`src/rtl/owm_pkg.sv`:
```
package owm_pkg;

    typedef enum logic [1:0] {
        OP_NONE  = 2'b00,
        OP_RESET = 2'b01,
        OP_WRITE = 2'b10,
        OP_READ  = 2'b11
    } owm_op_e;

    typedef enum logic [2:0] {
        ST_IDLE,
        ST_PRECHK,
        ST_RST,
        ST_SETTLE,
        ST_SLOT,
        ST_FINISH
    } owm_state_e;

endpackage

```
`src/rtl/owm_sync.sv`:
```
module owm_sync #(
    parameter int   STAGES  = 2,
    parameter logic RST_VAL = 1'b1
) (
    input  logic clk,
    input  logic rst_n,
    input  logic d,
    output logic q
);
    logic [STAGES-1:0] sr;

    always_ff @(posedge clk or negedge rst_n) begin
        if (!rst_n) sr <= {STAGES{RST_VAL}};
        else        sr <= {sr[STAGES-2:0], d};
    end

    assign q = sr[STAGES-1];
endmodule

```
`src/rtl/owm_bytebuf.sv`:
```
module owm_bytebuf #(
    parameter int DATA_W = 8,
    localparam int IDX_W = $clog2(DATA_W)
) (
    input  logic              clk,
    input  logic              rst_n,
    input  logic              load,
    input  logic [DATA_W-1:0] load_val,
    input  logic              shift,
    input  logic              clr,
    input  logic              set_en,
    input  logic [IDX_W-1:0]  set_idx,
    input  logic              set_bit,
    output logic              tx_bit,
    output logic [DATA_W-1:0] rx_acc
);
    logic [DATA_W-1:0] tx_sr;

    always_ff @(posedge clk or negedge rst_n) begin
        if (!rst_n) begin
            tx_sr  <= '0;
            rx_acc <= '0;
        end else begin
            if (load)       tx_sr <= load_val;
            else if (shift) tx_sr <= tx_sr >> 1;
            // bits are OR-ed in, so the byte is cleared at every start
            if (clr)         rx_acc <= '0;
            else if (set_en) rx_acc[set_idx] <= rx_acc[set_idx] | set_bit;
        end
    end

    assign tx_bit = tx_sr[0];
endmodule

```
`src/rtl/owm_slot_master.sv`:
```
module owm_slot_master
    import owm_pkg::*;
#(
    parameter int DATA_W     = 8,
    parameter int LEN_W      = 8,
    parameter int RST_LOW_T  = 480,
    parameter int RST_SAMP_T = 550,
    parameter int RST_SPAN_T = 1030,
    parameter int SETTLE_T   = 500,
    parameter int SLOT_T     = 70,
    parameter int ZERO_LOW_T = 60,
    parameter int ONE_LOW_T  = 6,
    parameter int SAMP_T     = 15
) (
    input  logic              clk,
    input  logic              rst_n,
    input  logic              tick_en,
    input  logic              cmd_valid,
    input  logic [1:0]        cmd_op,
    input  logic [LEN_W-1:0]  cmd_len,
    input  logic              cmd_pullup,
    input  logic [DATA_W-1:0] tx_byte,
    output logic              tx_take,
    output logic [DATA_W-1:0] rx_data,
    output logic              rx_valid,
    output logic              busy,
    output logic              done,
    output logic              present,
    output logic              short_fault,
    output logic              bus_drive_low,
    input  logic              bus_in,
    output logic              pullup_en
);
    localparam int CNT_W = $clog2(RST_SPAN_T + SETTLE_T + SLOT_T + 1);
    localparam int IDX_W = $clog2(DATA_W);

    owm_state_e         st, st_nx;
    owm_op_e            op_in, op_q;
    logic [CNT_W-1:0]   tcnt;
    logic [IDX_W-1:0]   bit_idx;
    logic [LEN_W-1:0]   left;
    logic               pull_req, pres_smp, bus_s;
    logic               accept, slot_end, byte_end, last_byte;
    logic               tx_bit, buf_load, buf_shift, buf_clr, buf_set;
    logic [DATA_W-1:0]  rx_acc;
    logic [CNT_W-1:0]   low_len;

    owm_sync #(.STAGES(2), .RST_VAL(1'b1)) u_sync (
        .clk(clk), .rst_n(rst_n), .d(bus_in), .q(bus_s)
    );

    assign op_in     = owm_op_e'(cmd_op);
    assign accept    = (st == ST_IDLE) && cmd_valid && (op_in != OP_NONE);
    assign slot_end  = (st == ST_SLOT) && tick_en && (tcnt == CNT_W'(SLOT_T - 1));
    assign byte_end  = slot_end && (bit_idx == IDX_W'(DATA_W - 1));
    assign last_byte = (left == LEN_W'(1));

    assign buf_load  = (accept && op_in == OP_WRITE) ||
                       (byte_end && !last_byte && op_q == OP_WRITE);
    assign buf_shift = slot_end && !byte_end;
    assign buf_clr   = accept || byte_end;
    assign buf_set   = (st == ST_SLOT) && (op_q == OP_READ) && tick_en &&
                       (tcnt == CNT_W'(SAMP_T - 1));

    owm_bytebuf #(.DATA_W(DATA_W)) u_buf (
        .clk(clk), .rst_n(rst_n),
        .load(buf_load), .load_val(tx_byte), .shift(buf_shift),
        .clr(buf_clr), .set_en(buf_set), .set_idx(bit_idx), .set_bit(bus_s),
        .tx_bit(tx_bit), .rx_acc(rx_acc)
    );

    // next-state logic
    always_comb begin
        st_nx = st;
        unique case (st)
            ST_IDLE: if (accept) begin
                if (op_in == OP_RESET)      st_nx = ST_PRECHK;
                else if (cmd_len == '0)     st_nx = ST_FINISH;
                else                        st_nx = ST_SLOT;
            end
            ST_PRECHK: st_nx = bus_s ? ST_RST : ST_FINISH;
            ST_RST:    if (tick_en && tcnt == CNT_W'(RST_SPAN_T - 1)) st_nx = ST_SETTLE;
            ST_SETTLE: if (tick_en && tcnt == CNT_W'(SETTLE_T - 1))   st_nx = ST_FINISH;
            ST_SLOT:   if (byte_end && last_byte)                      st_nx = ST_FINISH;
            ST_FINISH: st_nx = ST_IDLE;
            default:   st_nx = ST_IDLE;
        endcase
    end

    // state register and sequencing datapath
    always_ff @(posedge clk or negedge rst_n) begin
        if (!rst_n) begin
            st          <= ST_IDLE;
            op_q        <= OP_NONE;
            tcnt        <= '0;
            bit_idx     <= '0;
            left        <= '0;
            pull_req    <= 1'b0;
            pres_smp    <= 1'b0;
            present     <= 1'b0;
            short_fault <= 1'b0;
            pullup_en   <= 1'b0;
            tx_take     <= 1'b0;
            rx_valid    <= 1'b0;
            rx_data     <= '0;
        end else begin
            st       <= st_nx;
            tx_take  <= 1'b0;
            rx_valid <= 1'b0;
            if (accept) begin
                op_q      <= op_in;
                pull_req  <= cmd_pullup && (op_in == OP_WRITE);
                pullup_en <= 1'b0;
                tcnt      <= '0;
                bit_idx   <= '0;
                left      <= cmd_len;
                if (op_in == OP_RESET) begin
                    present     <= 1'b0;
                    short_fault <= 1'b0;
                end
                if (op_in == OP_WRITE && cmd_len != '0) tx_take <= 1'b1;
            end else begin
                unique case (st)
                    ST_PRECHK: if (!bus_s) short_fault <= 1'b1;
                    ST_RST: if (tick_en) begin
                        if (tcnt == CNT_W'(RST_SAMP_T - 1)) pres_smp <= !bus_s;
                        tcnt <= (tcnt == CNT_W'(RST_SPAN_T - 1)) ? '0 : tcnt + CNT_W'(1);
                    end
                    ST_SETTLE: if (tick_en) begin
                        tcnt <= tcnt + CNT_W'(1);
                        if (tcnt == CNT_W'(SETTLE_T - 1)) begin
                            present     <= pres_smp && bus_s;
                            short_fault <= !bus_s;
                        end
                    end
                    ST_SLOT: if (tick_en) begin
                        if (slot_end) begin
                            tcnt    <= '0;
                            bit_idx <= bit_idx + IDX_W'(1);
                            if (byte_end) begin
                                bit_idx <= '0;
                                left    <= left - LEN_W'(1);
                                if (op_q == OP_READ) begin
                                    rx_valid <= 1'b1;
                                    rx_data  <= rx_acc;
                                end
                                if (!last_byte && op_q == OP_WRITE) tx_take <= 1'b1;
                                if (last_byte && pull_req) pullup_en <= 1'b1;
                            end
                        end else begin
                            tcnt <= tcnt + CNT_W'(1);
                        end
                    end
                    default: ;
                endcase
            end
        end
    end

    // outputs
    always_comb begin
        low_len = (op_q == OP_READ || tx_bit) ? CNT_W'(ONE_LOW_T) : CNT_W'(ZERO_LOW_T);
        unique case (st)
            ST_RST:  bus_drive_low = (tcnt < CNT_W'(RST_LOW_T));
            ST_SLOT: bus_drive_low = (tcnt < low_len);
            default: bus_drive_low = 1'b0;
        endcase
        busy = (st != ST_IDLE);
        done = (st == ST_FINISH);
    end

    AST_DONE_ONE_CYCLE: assert property (@(posedge clk) disable iff (!rst_n)
        done |=> !done);
    AST_IDLE_RELEASED: assert property (@(posedge clk) disable iff (!rst_n)
        !busy |-> !bus_drive_low);
    AST_ACCEPT_BUSY: assert property (@(posedge clk) disable iff (!rst_n)
        accept |=> busy);
    AST_PULLUP_NO_DRIVE: assert property (@(posedge clk) disable iff (!rst_n)
        pullup_en |-> !bus_drive_low);
    AST_SLOT_RECOVERY: assert property (@(posedge clk) disable iff (!rst_n)
        (st == ST_SLOT && tcnt >= CNT_W'(SLOT_T - 10)) |-> !bus_drive_low);
    AST_SLOT_HAS_BYTES: assert property (@(posedge clk) disable iff (!rst_n)
        (st == ST_SLOT) |-> (left != '0));
    AST_SHORT_NOT_PRESENT: assert property (@(posedge clk) disable iff (!rst_n)
        short_fault |-> !present);
endmodule

```
`config.mk`:
```
export PLATFORM = sky130hd
export DESIGN_NAME = owm_slot_master
export DESIGN_NICKNAME = d
export VERILOG_FILES = /design/src/rtl/owm_pkg.sv /design/src/rtl/owm_sync.sv /design/src/rtl/owm_bytebuf.sv /design/src/rtl/owm_slot_master.sv
export SDC_FILE = /design/constraint.sdc
export NUM_CORES = 1
export LEC_CHECK = 0
export ABC_AREA = 1
export BUFFER_PORTS_ARGS = -buffer_cell sky130_fd_sc_hd__buf_2
export CORE_ASPECT_RATIO = 0.6
export CORE_MARGIN = 2
export CORE_UTILIZATION = 40
export CTS_CLUSTER_DIAMETER = 200
export DETAILED_ROUTE_END_ITERATION = 7
export PLACE_DENSITY = 0.64
export SYNTH_ARGS = -nofsm -noshare
export SYNTH_HDL_FRONTEND = slang
export SYNTH_SLANG_ARGS = --single-unit
```
`constraint.sdc`:
```
create_clock -name clk -period 2.19 [get_ports clk]
set_clock_uncertainty 0.2 [all_clocks]
set_input_delay 0.1095 -clock clk [delete_from_list [all_inputs] [get_ports clk]]
set_output_delay 0.1095 -clock clk [all_outputs]
set_load 0.01 [all_outputs]
```
## Word-level counts from Yosys, hierarchy flattened

Cells that the tools add are included.
Widths: inputs -> output; s select.

- Bits in read-only memories: 0
- Input bits: 24
- Memory bits (writable): 0
- Latch bits: 0
- Flip-flop bits (word level): 60
- Word-level logic and storage cells: 168
- Memories: 0

- Shift operators: 0
- Div/mod/pow operators: 0
- Equal/unequal tests: 26
- $lt $le $gt $ge: 4
- Bitwise logic cells: 2
- Multiplexer cells: 65
- Reduce and logical (&&, ||, !) cells: 52
- Add/sub/neg operators: 3
- $mul: 0

Operator list:

| operator | number |
|---|---|
| $mux 8 | 9 |
| $mux 11 | 6 |
| $mux 3 | 11 |
| $pmux 11 s3 | 1 |
| $mux 1 | 31 |
| $logic_and 1x1->1 | 21 |
| $reduce_and 4->1 | 5 |
| $reduce_bool 2->1 | 10 |
| $ne 3x3->1 const B | 5 |
| $pmux 3 s5 | 1 |
| $add 11x1->11 const B | 1 |
| $eq 11x10->1 const B | 1 |
| $eq 11x11->1 const B | 1 |
| $eq 11x4->1 const B | 1 |
| $eq 11x7->1 const B | 1 |
| $eq 11x9->1 const B | 1 |
| $lt 11x6->1 | 1 |
| $lt 11x9->1 const B | 1 |
| $reduce_and 5->1 | 2 |
| $eq 3x3->1 const B | 3 |
| $bwmux 8 | 1 |
| $eq 8x1->1 const B | 1 |
| $logic_not 8->1 | 1 |
| $reduce_bool 8->1 | 1 |
| 23 further kinds | 35 |

## Longest topological paths before layout

- Word-level depth: 9
- Gate-level depth with buffers: 12

## By module

From an unflattened synthesis, not the netlist that was laid out.

- Cell total of the unflattened synthesis: 517
- Area total of the unflattened synthesis: 3727.3 sq um

Modules (own cells, without submodules):

| module | instances | cells each | area each (sq um) |
|---|---|---|---|
| owm_slot_master | 1 | 381 | 2712.6 |
| owm_bytebuf | 1 | 134 | 962.2 |
| owm_sync | 1 | 2 | 52.6 |

## Worst setup path after synthesis

Ideal clock, no wire load.

- Kind: register -> register
- Start: register tcnt[1]
- End: register rx_data[0]
- Setup slack: 0.338 ns
- Data required time: 1.872 ns
- Stages on the path, launching flop included: 13
- Buffers on the path: 1
- Data arrival time: 1.534 ns
- Path through: dfrtp_1 inv_1 ha_1 nand2_1 nor2_2 nand3_2 nor2_4 nand3_2 clkinv_2 nand2_4 buf_6 nand2_1 o21ai_2

- Word-level cells in the longest chain between the ends: 4

RTL lines:

| what | RTL line | source |
|---|---|---|
| from (decl) | owm_slot_master.sv:39 | `logic [CNT_W-1:0] tcnt;` |
| from (signal assigned) | owm_slot_master.sv:127 | `tcnt <= (tcnt == CNT_W'(RST_SPAN_T - 1)) ? '0 : tcnt + CNT_W'(1);` |
| from (signal assigned) | owm_slot_master.sv:130 | `tcnt <= tcnt + CNT_W'(1);` |
| from (signal assigned) | owm_slot_master.sv:151 | `tcnt <= tcnt + CNT_W'(1);` |
| $eq 11x7->1 * | owm_slot_master.sv:54 | `assign slot_end = (st == ST_SLOT) && tick_en && (tcnt == CNT_W'(SLOT_T - 1));` |
| $logic_and 1x1->1 * | owm_slot_master.sv:54 |  |
| $logic_and 1x1->1 | owm_slot_master.sv:55 | `assign byte_end = slot_end && (bit_idx == IDX_W'(DATA_W - 1));` |
| $reduce_and 6->1 (no source line) * | - |  |
| to (signal assigned) | owm_slot_master.sv:145 | `rx_data <= rx_acc;` |
| to (decl) | owm_slot_master.sv:24 | `output logic [DATA_W-1:0] rx_data,` |

Every way passes the cells marked *; elsewhere a longest branch is shown, timed or not.
A chain may end at the register's enable or synchronous reset.

## Worst setup path in the final report

- Start: register op_q[1]
- End: output bus_drive_low

- Word-level cells in the longest chain between the ends: 5

RTL lines:

| what | RTL line | source |
|---|---|---|
| from (decl) | owm_slot_master.sv:38 | `owm_op_e op_in, op_q;` |
| from (signal assigned) | owm_slot_master.sv:111 | `op_q <= op_in;` |
| $eq 2x2->1 | owm_slot_master.sv:162 | `low_len = (op_q == OP_READ \|\| tx_bit) ? CNT_W'(ONE_LOW_T) : CNT_W'(ZERO_LOW_T);` |
| $logic_or 1x1->1 | owm_slot_master.sv:162 |  |
| $mux 6 | owm_slot_master.sv:162 |  |
| $lt 11x6->1 | owm_slot_master.sv:165 | `ST_SLOT: bus_drive_low = (tcnt < low_len);` |
| $pmux 1 s2 | owm_slot_master.sv:163 | `unique case (st)` |
| to (decl) | owm_slot_master.sv:30 | `output logic bus_drive_low,` |

No other way between the ends.

==> results.cfg <==
[finish]
multi_input_area_mm2 = 0.00201
n_fill_cell = 895
drive_above_1_share = 0.217
regArea_mm2 = 0.00151
fin_util = 0.527
nNetsFinal = 636
synthToLayoutAreaGrowth_pct = 28.3
diodes = 0
fin_cells = 737

[setup_path]
r2r-end = u_buf.tx_sr[3]$_DFFE_PN0P_
arrival_ns = 1.80
r2r-start = tcnt[1]$_DFFE_PN0P_
critPathLaunchType = flop
cp-startpoint = op_q[1]$_DFFE_PN0P_
crit_type = flop to output pin
cp_data_required_time_ns = 1.88
crit_path_end_kind = output pin
r2r_slack_ns = 0.14
ff2ff_path_depth = 11
crit_fanout = 4

[timing]
setup_slack_ns = 0.0767
finalHoldViolations = 0
fmax_mhz = 473
fin_crit_sh = 0.965
period_needed_ns = 2.11
rsz0062_at_grt = true
worstMarginPinSlew_ns = 0.607
drv_slew = 0
max_slew_margin = 0.595
setup_viol = 0

[cts]
cts_tree = done
clk_pin_slew_ns = 0.05
cts_buffers = 9
clk_path_buf_depth = 2
cts_sinks = 60
root_buffer = clkbuf_16
worstSkewPairLatency_ns = 0.33
ctsHtreeMaxLevel = 3

[drt]
postRouteAntennaNets = 0
drc_errors = 0
wl_per_cell_um = 13.9
routed_wl_um = 10300
detail_route.iter0.violations = 367
firstDrtPassIters = 5
via_count = 3712
viasPerCell = 5.04

[power]
p_per_area_mw_per_mm2 = 1030
p_leak_nw = 2.33
max-vdd-ir-drop_v = 0.000457

[yosys]
ys_seq_area_frac = 0.400
syn_inst = 514
ys_types = 35
syn-num-nets = 548
syn_area_mm2 = 0.00376
syn_avg_cell_area_um2 = 7.31
synth.yosys.warnings = 0
synth_seq_cells = 60

[grt]
grt_pass1_wl_um = 16900
grt-ovfl-total = 0
antenna_found_initial = 0
grt_pass1_vias = 3414
grt_max_degree = 38
gr-usage-all-layers = 0.214

[die]
die-area_mm2 = 0.0102
coreArea_mm2 = 0.00916
die_w_um = 129
die-height_um = 79.1
ioPinCount = 40
rows = 27
initial_core_util = 0.410

[place]
place_inst = 687
io_buffers = 39
gp_congestion = 0.971
post-dp-hpwl_um = 7460
post-place-ws_ns = 0.0695

[worst_hold_path]
min_from = cmd_valid
min_path_cells = 6
hold_path.class = input port to flop
min_to = op_q[1]$_DFFE_PN0P_

[status]
status = finished, final reports clean

[job]
max_cap_viol_count = 0
-- what timing repair did --
| action | 4_1_cts | 5_1_grt |
|---|---|---|
| resized for setup | 2 | 12 |
| endpoints found under the setup margin | 1 | 31 |
| hold buffers | 23 | 0 |
| pin swaps | 1 | 6 |
| endpoints found under the hold margin | 45 | 0 |
| buffers inserted | 1 | 10 |
-- report_power, final --
part | total, W | leakage, nW | switching (W) | internal [W]
Clock | 0.00141 | 0.145 | 0.000501 | 0.000905
Sequential | 0.00164 | 0.787 | 0.000259 | 0.00138
Combinational | 0.00192 | 1.40 | 0.00121 | 0.000711
Total | 0.00497 | 2.33 | 0.00197 | 0.00300
-- logic make-up after synthesis --
| logic type | count (synthesis) | synth area share |
|---|---|---|
| xor+xnor | 7 | 0.0163 |
| flops | 60 | 0.400 |
| simple gates | 318 | 0.391 |
| buf+inv | 69 | 0.0802 |
| compound gates | 50 | 0.0793 |
| fa+ha+maj | 10 | 0.0333 |
-- layout by cell type, fill, tap and decap left out, types with 12 or more instances in the layout --
| master | count |
|---|---|
| nand3_1 | 46 |
| dlygate4sd3_1 | 23 |
| nand4_1 | 29 |
| buf_4 | 23 |
| nor2_1 | 73 |
| o21ai_0 | 16 |
| inv_1 | 51 |
| dfrtp_1 | 57 |
| buf_2 | 39 |
| nand2_1 | 129 |
| o21ai_1 | 12 |
-- worst max path at each step --
stage,endpoint,slack (ns),depth (start not counted)
3_5_place_dp,u_buf.tx_sr[1]$_DFFE_PN0P_,0.07,11
4_1_cts,bus_drive_low,0.008,9
2_1_floorplan,rx_data[0]$_DFFE_PN0P_,0.34,12
5_1_grt,u_buf.tx_sr[3]$_DFFE_PN0P_,-0.05,11
6_report,bus_drive_low,0.08,9
3_3_place_gp,rx_data[0]$_DFFE_PN0P_,0.13,11
-- per-stage QoR --
stage                     instance area [um^2]  TNS (ns)  total power, W  hold WS, ns
after floorplan                           3760         0         0.00285       -0.386
after global routing                      4820    -0.379         0.00534        0.122
after global placement                    4150         0         0.00333      -0.0456
after CTS                                 4690         0         0.00486       0.0566
after detailed placement                  4150         0         0.00336      -0.0392
final                                     4820         0         0.00497       0.0631
-- state kept, by name, summed over array words and instances, names as in the netlist --
register,count
tx_take,1
bit_idx,3
tcnt,11
rx_valid,1
left,8
u_buf.rx_acc,8
op_q,2
short_fault,1
pres_smp,1
pullup_en,1
pull_req,1
u_sync.sr,2
rx_data,8
present,1
st,3
u_buf.tx_sr,8
-- per-layer routing --
metal | track usage | share of wire
met5 | 0 | 0
met3 | 0.0627 | 0.076
met4 | 0.0533 | 0.012
met1 | 0.333 | 0.52
met2 | 0.286 | 0.39
-- cell usage after synthesis (all sizes together) --
cell    instances  share of area
a21oi           5         0.0067
nor3            7          0.011
ha             10          0.033
buf             9          0.020
nand4          29          0.048
nand2         138           0.14
a22oi           1         0.0020
clkinv          2         0.0023
nor4            1         0.0017
o31ai           1         0.0020
dfstp           2          0.014
o21a            1         0.0020
xnor2           3         0.0070
dfrtp          58           0.39
nand3          52          0.079
inv            58          0.058
o22ai           5         0.0083
xor2            4         0.0093
or2             8          0.013
o21ai          37          0.058
nor2           83          0.094
-- critical path, stage by stage (launching register included) --
cell,delay (ns)
dfrtp_1,0.41
nand2_2,0.13
nand2_4,0.10
ha_4,0.22
a21oi_1,0.12
nand2_1,0.08
nand2_1,0.06
nand3_1,0.06
a21oi_1,0.15
buf_2,0.14
-- final cells by class --
cell class	count	area share
clock buffer	11	0.0503
clock inverter	5	0.0109
inverter	60	0.0477
multi-input combinational	385	0.417
sequential	60	0.312
tap	130	0.0337
timing repair buffer	86	0.128
No activity file was read; power rests on OpenSTA's default activity.
